===== src/rtl/dwd_pkg.sv =====
package dwd_pkg;
  localparam int ADDR_W  = 16;
  localparam int WIN_W   = 13;
  localparam int SLOT_W  = 10;
  localparam int BASE_W  = ADDR_W - WIN_W;
  localparam int SEG_W   = WIN_W - SLOT_W + 1;
  localparam int HI_W    = ADDR_W - SLOT_W + 1;
  localparam int IDX_A_W = WIN_W - SLOT_W;
  localparam int IDX_B_W = IDX_A_W - 1;
  localparam int A_SLOTS = 1 << IDX_A_W;
  localparam int B_SLOTS = 1 << IDX_B_W;
  localparam int SOCKETS = A_SLOTS + B_SLOTS;
  localparam int N_WIN   = 2;

  typedef struct packed {
    logic              en;
    logic [BASE_W-1:0] base;
  } win_cfg_t;
endpackage


===== src/rtl/dwd_window_hit.sv =====
module dwd_window_hit
  import dwd_pkg::*;
(
  input  logic [HI_W-1:0]  addr_hi,
  input  win_cfg_t         cfg,
  output logic             hit,
  output logic [SEG_W-1:0] seg
);
  always_comb begin
    hit = cfg.en && (addr_hi[HI_W-1 -: BASE_W] == cfg.base);
    seg = addr_hi[SEG_W-1:0];
  end
endmodule


===== src/rtl/dwd_a_layout.sv =====
module dwd_a_layout
  import dwd_pkg::*;
(
  input  logic               hit,
  input  logic               half_rom,
  input  logic [SEG_W-1:0]   seg,
  output logic [A_SLOTS-1:0] rom
);
  logic [IDX_A_W-1:0] idx;
  logic               gap;

  always_comb begin
    idx = seg[SEG_W-1:1];
    gap = half_rom && seg[0];
  end

  for (genvar i = 0; i < A_SLOTS; i++) begin : g_sock
    assign rom[i] = hit && !gap && (idx == IDX_A_W'(i));
  end
endmodule


===== src/rtl/dwd_b_layout.sv =====
module dwd_b_layout
  import dwd_pkg::*;
(
  input  logic               hit,
  input  logic               half_rom,
  input  logic               rom_upper,
  input  logic [IDX_B_W-1:0] ram_slot,
  input  logic               release_spare,
  input  logic [SEG_W-1:0]   seg,
  output logic [B_SLOTS-1:0] rom,
  output logic               ram,
  output logic               claim
);
  logic               in_rom_half;
  logic [IDX_B_W-1:0] idx;
  logic               gap;
  logic               spare;

  always_comb begin
    in_rom_half = (seg[SEG_W-1] == rom_upper);
    idx         = seg[SEG_W-2:1];
    gap         = half_rom && seg[0];
    ram         = hit && !in_rom_half && (idx == ram_slot);
    spare       = hit && !in_rom_half && (idx != ram_slot);
    claim       = hit && !(spare && release_spare);
  end

  for (genvar i = 0; i < B_SLOTS; i++) begin : g_sock
    assign rom[i] = hit && in_rom_half && !gap && (idx == IDX_B_W'(i));
  end
endmodule


===== src/rtl/dwd_wait_gen.sv =====
module dwd_wait_gen (
  input  logic clk,
  input  logic rst_n,
  input  logic sel,
  input  logic wait_en,
  output logic wait_req
);
  logic sel_d;

  always_ff @(posedge clk or negedge rst_n) begin
    if (!rst_n) sel_d <= 1'b0;
    else        sel_d <= sel;
  end

  assign wait_req = rst_n && wait_en && sel && !sel_d;

  // a request never lasts longer than one clock
  a_r9_single_cycle: assert property (@(posedge clk) disable iff (!rst_n)
    wait_req |=> !wait_req);
endmodule


===== src/rtl/dual_window_decoder.sv =====
module dual_window_decoder
  import dwd_pkg::*;
(
  input  logic                clk,
  input  logic                rst_n,
  input  logic [HI_W-1:0]     bus_addr,
  input  logic [BASE_W-1:0]   cfg_base_a,
  input  logic                cfg_en_a,
  input  logic [BASE_W-1:0]   cfg_base_b,
  input  logic                cfg_en_b,
  input  logic                cfg_swap,
  input  logic                cfg_b_rom_upper,
  input  logic [IDX_B_W-1:0]  cfg_ram_slot,
  input  logic                cfg_release_spare,
  input  logic                cfg_half_rom,
  input  logic                cfg_wait_en,
  output logic [SOCKETS-1:0]  rom_sel,
  output logic                ram_sel,
  output logic                board_sel,
  output logic                wait_req
);
  win_cfg_t             ctl_a, ctl_b;
  win_cfg_t             win_cfg [N_WIN];
  logic [N_WIN-1:0]     win_hit;
  logic [SEG_W-1:0]     win_seg [N_WIN];
  logic                 hit_b_only;
  logic [A_SLOTS-1:0]   rom_a;
  logic [B_SLOTS-1:0]   rom_b;
  logic                 ram_b;
  logic                 claim_b;

  always_comb begin
    ctl_a      = '{en: cfg_en_a, base: cfg_base_a};
    ctl_b      = '{en: cfg_en_b, base: cfg_base_b};
    win_cfg[0] = cfg_swap ? ctl_b : ctl_a;
    win_cfg[1] = cfg_swap ? ctl_a : ctl_b;
  end

  for (genvar w = 0; w < N_WIN; w++) begin : g_win
    dwd_window_hit u_hit (
      .addr_hi (bus_addr),
      .cfg     (win_cfg[w]),
      .hit     (win_hit[w]),
      .seg     (win_seg[w])
    );
  end

  assign hit_b_only = win_hit[1] && !win_hit[0];

  dwd_a_layout u_a (
    .hit      (win_hit[0]),
    .half_rom (cfg_half_rom),
    .seg      (win_seg[0]),
    .rom      (rom_a)
  );

  dwd_b_layout u_b (
    .hit           (hit_b_only),
    .half_rom      (cfg_half_rom),
    .rom_upper     (cfg_b_rom_upper),
    .ram_slot      (cfg_ram_slot),
    .release_spare (cfg_release_spare),
    .seg           (win_seg[1]),
    .rom           (rom_b),
    .ram           (ram_b),
    .claim         (claim_b)
  );

  assign rom_sel   = {rom_b, rom_a};
  assign ram_sel   = ram_b;
  assign board_sel = win_hit[0] || claim_b;

  dwd_wait_gen u_wait (
    .clk      (clk),
    .rst_n    (rst_n),
    .sel      (board_sel),
    .wait_en  (cfg_wait_en),
    .wait_req (wait_req)
  );

  // selects are mutually exclusive
  a_r5_one_select: assert property (@(posedge clk) disable iff (!rst_n)
    $onehot0({rom_sel, ram_sel}));
  // any chip select implies the board answers
  a_r7_select_claims: assert property (@(posedge clk) disable iff (!rst_n)
    (|{rom_sel, ram_sel}) |-> board_sel);
  // both controls disabled leaves the board silent
  a_r1_all_disabled: assert property (@(posedge clk) disable iff (!rst_n)
    (!cfg_en_a && !cfg_en_b) |-> !board_sel);
  // the upper half of a slot is a gap for ROM in half-size mode
  a_r6_half_gap: assert property (@(posedge clk) disable iff (!rst_n)
    (cfg_half_rom && bus_addr[0]) |-> (rom_sel == '0));
  // a wait request only accompanies a board access
  a_r9_wait_on_access: assert property (@(posedge clk) disable iff (!rst_n)
    wait_req |-> (board_sel && cfg_wait_en));
endmodule


===== config.mk =====
export PLATFORM = sky130hd
export DESIGN_NAME = dual_window_decoder
export DESIGN_NICKNAME = d
export VERILOG_FILES = /design/src/rtl/dwd_pkg.sv /design/src/rtl/dwd_window_hit.sv /design/src/rtl/dwd_a_layout.sv /design/src/rtl/dwd_b_layout.sv /design/src/rtl/dwd_wait_gen.sv /design/src/rtl/dual_window_decoder.sv
export SDC_FILE = /design/constraint.sdc
export NUM_CORES = 1
export LEC_CHECK = 0
export ABC_CLOCK_PERIOD_IN_PS = 2900
export BUFFER_PORTS_ARGS = -buffer_cell sky130_fd_sc_hd__buf_4
export CORE_AREA = 4 4 41 43
export CTS_CLUSTER_SIZE = 16
export DETAILED_ROUTE_END_ITERATION = 10
export DIE_AREA = 0 0 45 47
export GPL_TIMING_DRIVEN = 0
export PLACE_DENSITY = 0.78
export SLEW_MARGIN = 20
export SYNTH_ARGS = -nofsm -noshare
export SYNTH_HDL_FRONTEND = slang
export SYNTH_SLANG_ARGS = --single-unit

===== constraint.sdc =====
create_clock -name clk -period 2.9 [get_ports clk]
set_clock_uncertainty 0.15 [all_clocks]
set_input_delay 0.145 -clock clk [delete_from_list [all_inputs] [get_ports clk]]
set_output_delay 0.145 -clock clk [all_outputs]
set_load 0.01 [all_outputs]

**Word level (Yosys, flattened, before mapping)**

Cells that the tools add are included.
W data, S select, Z words.

- Register bits: 1
- Bits in latches: 0
- Bits in writable memories: 0
- Bits in read-only memories: 0
- Bits of input ports: 24
- Output and inout bits: 15
- Word-level logic and storage cells: 53
- Memories kept: 0

- Add/sub/neg operators: 0
- Multiply operators: 0
- Divide/modulo/power cells: 0
- Magnitude comparators: 0
- Eq/ne operators: 15
- Shifts and indexed selects: 0
- Multiplexer cells: 2
- Bitwise gates (word level): 0
- Reductions and logical operators: 35

Operators by type and width:

| operator | number |
|---|---|
| $logic_and A1 B1 Y1 | 27 |
| $eq A3 B3 Y1 const B | 4 |
| $mux W4 | 2 |
| $eq A3 B2 Y1 const B | 2 |
| $eq A3 B3 Y1 | 2 |
| $logic_not A1 Y1 | 5 |
| $eq A2 B2 Y1 const B | 2 |
| $eq A3 B1 Y1 const B | 1 |
| $logic_not A3 Y1 | 1 |
| $eq A2 B1 Y1 const B | 1 |
| $eq A2 B2 Y1 | 1 |
| $logic_not A2 Y1 | 1 |
| $ne A2 B2 Y1 | 1 |
| $eq A1 B1 Y1 | 1 |
| $logic_or A1 B1 Y1 | 1 |

**Logic depth before layout (Yosys ltp)**

- Depth in word-level cells: 13
- Gate-level depth with buffers: 5
- Gate-level depth less buffers: 4

**Cells and area by module**

A second synthesis with hierarchy kept.

- Cell total of the unflattened synthesis: 59
- Area, all modules: 475.5 um^2

By module, submodules not included:

| module | times used | cells an instance | area each (um^2) | sequential area each (um^2) |
|---|---|---|---|---|
| dual_window_decoder | 1 | 11 | 143.9 | 0.0 |
| dwd_window_hit | 2 | 8 | 65.1 | 0.0 |
| dwd_b_layout | 1 | 16 | 91.3 | 0.0 |
| dwd_a_layout | 1 | 14 | 75.1 | 0.0 |
| dwd_wait_gen | 1 | 2 | 35.0 | 25.0 |

**Least setup slack after synthesis**

No wires, ideal clock.

- Path kind: input -> output
- From: input cfg_swap
- To: output rom_sel[10]
- Arrival time: 1.238 ns
- Data required time: 2.605 ns
- Setup slack: 1.367 ns
- Stages: 5
- Path buffers: 1
- Cells stage by stage: buf_6 mux2i_1 xor2_1 nand3_2 nor4_1

- Word-level cells in the longest chain between the ends: 8
- Elaborated cells between the ends (all ways): 11
- Those cells by class: 2 x eq/ne; 2 x mux; 7 x reduce/logical

Ends and longest elaborated chain:

| what | line | text |
|---|---|---|
| from (decl) | dual_window_decoder.sv:11 | `input logic cfg_swap,` |
| $mux W4 | dual_window_decoder.sv:35 | `win_cfg[0] = cfg_swap ? ctl_b : ctl_a;` |
| $eq A3 B3 Y1 | dwd_window_hit.sv:10 | `hit = cfg.en && (addr_hi[HI_W-1 -: BASE_W] == cfg.base);` |
| $logic_and A1 B1 Y1 | dwd_window_hit.sv:10 |  |
| $logic_not A1 Y1 | dual_window_decoder.sv:48 | `assign hit_b_only = win_hit[1] && !win_hit[0];` |
| $logic_and A1 B1 Y1 * | dual_window_decoder.sv:48 |  |
| $logic_and A1 B1 Y1 * (3 in series) | dwd_b_layout.sv:29 | `assign rom[i] = hit && in_rom_half && !gap && (idx == IDX_B_W'(i));` |
| to (decl) | dual_window_decoder.sv:17 | `output logic [SOCKETS-1:0] rom_sel,` |

Every way passes the cells marked *; elsewhere a longest branch is shown, timed or not.

**Worst setup path in the final report**

- From: input cfg_base_b[1]
- To: output rom_sel[9]

- Word-level cells in the longest chain between the ends: 8
- Elaborated cells between the ends (all ways): 11
- Those cells by class: 2 x eq/ne; 2 x mux; 7 x reduce/logical

Ends and longest elaborated chain:

| what | line | text |
|---|---|---|
| from (decl) | dual_window_decoder.sv:9 | `input logic [BASE_W-1:0] cfg_base_b,` |
| $mux W4 | dual_window_decoder.sv:35 |  |
| $eq A3 B3 Y1 | dwd_window_hit.sv:10 |  |
| $logic_and A1 B1 Y1 | dwd_window_hit.sv:10 |  |
| $logic_not A1 Y1 | dual_window_decoder.sv:48 |  |
| $logic_and A1 B1 Y1 * | dual_window_decoder.sv:48 |  |
| $logic_and A1 B1 Y1 * (3 in series) | dwd_b_layout.sv:29 |  |

Marked as above.

==> summary.txt <==
run status: complete, no violations
classification of the worst setup path: in2out
fraction of final layout cells with drive strength greater than 1: 48.3%
maximum number of pins on one net before global-route repair: 9
fraction of the yosys area taken by sequential cells: 6.76%
register with the most flip-flops: u_wait.sel_d
Max VDD drop: 0.0000932 V
Crit Path Max Fanout: 5
port bufs: 37
number of warnings issued by yosys: 0
layer with the highest usage after global routing: met2
number of setup violations in the final report: 0
count of endpoints failing hold in the final timing report: 0
most frequent cell on the critical path: sky130_fd_sc_hd__buf_4
average footprint of a synthesized cell: 7.26 um2
GPL Wtd Cong: 0.710
post-synthesis async set-or-reset flop share: 100%
Cells after DPL: 103
Die Footprint: 2120 um2
Global Route Usage Sum: 12.7%
post-synth net total: 75
post-layout instance count excluding filler cells: 104
Power per Cell Area: 146 nW/um2
logic gate share of total power: 83.7%
type of the most critical hold path: in2async
die extent in y: 47 um
Static Leak: 0.330 nW
average vias per placed instance: 4.86
clock period minus final worst setup slack: 1.84 ns
Vias: 505
post-layout total power: 0.0000991 W
post-route ant nets: 0
cell count after synthesis: 51
unrepaired setup endpoints after global routing: no
top cell type's share of synthesized area: 21.3%
nets: 115
Setup Buffers After CTS: 0
total of flip-flops plus latches after synthesis: 1
cell with the largest stage delay on the worst path: sky130_fd_sc_hd__o32ai_1
1st-pass router iterations: 2
Core Footprint: 1300 um2
largest delay contributor family on the critical path: simple AND/OR/NAND/NOR gates
critical path startpoint category: input port
top cell type by total area after synthesis: sky130_fd_sc_hd__xor2_1
via count of the first global-routing pass: 514
Max-Slew Margin vs Limit: 71.4%
global routing met3 resource utilization: 1.53%
most instantiated library cell after synthesis: sky130_fd_sc_hd__xor2_1
critical path cell sequence: buf_4 > xor2_1 > o32ai_1 > nand3_2 > nor4_1 > buf_4
sum of net half-perimeters after detailed placement: 1130 um
post-CTS clock slew at the launch and capture registers of the worst setup and hold paths: 0 ns
total gr overflow: 0
met2 usage: 22.6%
antenna cell count: 0
drt first-iter violations: 3
number of placement rows: 13
detailed-route wire length: 1280 um
achievable clock frequency: 543 MHz
sum of negative setup slack: 0 ns
share of total power consumed by net switching: 42.2%
main flop type after synthesis: sky130_fd_sc_hd__dfrtp_1
global-route wire length before repair: 2130 um
max reg flops: 1
mean routed wirelength per cell: 12.3 um
met1 track demand over resource in global routing: 17.4%
max-slew violation count: 0
post-route clock period utilization: 63.5%
Sequential Power Share: 16.3%
Critical Path End Type: primary output
number of violations of the max-capacitance limit: 0
net switching power: 0.0000418 W
number of remaining DRC errors: 0
Synth Cell Area: 370 um2
delay of the slowest critical-path stage: 0.40 ns
pre-CTS setup slack: 1.04 ns
leading cell types by count after synthesis: 9 x sky130_fd_sc_hd__xor2_1, 7 x sky130_fd_sc_hd__nand2_1, 5 x sky130_fd_sc_hd__nor2_1, 5 x sky130_fd_sc_hd__nor3_1
Clock power frac: 0%
layout overhead on the synthesized area: 82.8%
number of buffers and inverters on the critical path: 2
antenna violations before repair: 0
Critical Path RT: 2.61 ns
top cells by area, synth: sky130_fd_sc_hd__xor2_1 21%, sky130_fd_sc_hd__mux2i_1 11%, sky130_fd_sc_hd__nand2_1 7.1%
starting density of the core: 28.5%
actual slew at the worst max-slew pin: 0.427 ns
design internal power: 0.0000573 W
Die X-Extent: 45 um
registers with the most flip-flops: u_wait.sel_d (1)
data arrival time of the critical path: 1.55 ns
final setup slack of the worst path: 1.06 ns
library cells used by synthesis: 20
I/O pin cnt: 39
Post-synth EDFFs: 0
routing by layer:
layer  vias to the layer above  part of all wire, %  routed length [um]
met2                        27                   47                 595
met1                       211                   41                 519
li1                        267                    -                   -
met5                         -                    0                   0
met3                         0                   13                 162
met4                         0                    0                   0
per-stage QoR:
| step | utilization (%) | cell area (um2) | hold WS [ns] |
|---|---|---|---|
| finish | 52.0 | 677 | 0.327 |
| global route | 52.0 | 677 | 0.358 |
| CTS | 52.0 | 677 | 0.317 |
| detailed placement | 51.2 | 667 | -0.223 |
| global placement | 51.2 | 667 | -0.225 |
| floorplan | - | 370 | -0.301 |
worst max-delay path by stage:
stage | slack (ns) | from | to | cells past startpoint
floorplan | 1.37 | cfg_swap | rom_sel[10] | 5
global placement | 1.21 | cfg_base_b[1] | rom_sel[11] | 6
detailed placement | 1.04 | cfg_base_b[1] | rom_sel[9] | 6
CTS | 1.04 | cfg_base_b[1] | rom_sel[9] | 6
global route | 0.88 | cfg_base_b[1] | rom_sel[9] | 6
finish | 1.06 | cfg_base_b[1] | rom_sel[9] | 6
power groups by stage:
stage | clock [W] | sequential [W] | combinational [W]
2_1_floorplan | 0 | 0.0000160 | 0.0000424
3_3_place_gp | 0 | 0.0000160 | 0.0000796
3_5_place_dp | 0 | 0.0000162 | 0.0000816
4_1_cts | 0 | 0.0000162 | 0.0000832
5_1_grt | 0 | 0.0000162 | 0.0000926
6_report | 0 | 0.0000161 | 0.0000830
final cells by class:
cell class,instances,area (um2)
fill,142,624
multi-input combinational,47,327
timing repair buffer,38,288
sequential,1,25.0
tap,15,18.8
buffer,1,11.3
inverter,2,7.51
cells by family (layout without fill, tap and decap cells):
kind of cell | count (synthesis) | count (layout) | share of synthesized area (%)
AO/OA/AOI/OAI | 5 | 5 | 13.5
XOR/XNOR | 9 | 9 | 21.3
buffers and inverters | 3 | 41 | 5.07
flip-flops | 1 | 1 | 6.76
multiplexers | 4 | 4 | 10.8
AND/OR/NAND/NOR | 29 | 29 | 42.6
cell usage in the layout (no fill, tap or decap), types with 2 or more instances in the layout:
cell                      instances
sky130_fd_sc_hd__nor3_1           5
sky130_fd_sc_hd__xor2_1           9
sky130_fd_sc_hd__nor4_1           4
sky130_fd_sc_hd__nor2_1           5
sky130_fd_sc_hd__nand3_2          2
sky130_fd_sc_hd__mux2i_1          4
sky130_fd_sc_hd__nand4_1          2
sky130_fd_sc_hd__nand2_1          7
sky130_fd_sc_hd__inv_1            2
sky130_fd_sc_hd__buf_4           37
what timing repair did:
action | 4_1_cts | 5_1_grt
endpoints found under the hold margin | 1 | 0
gates resized for setup | 0 | 0
hold buffers | 1 | 0
No activity file was read; power rests on OpenSTA's default activity.
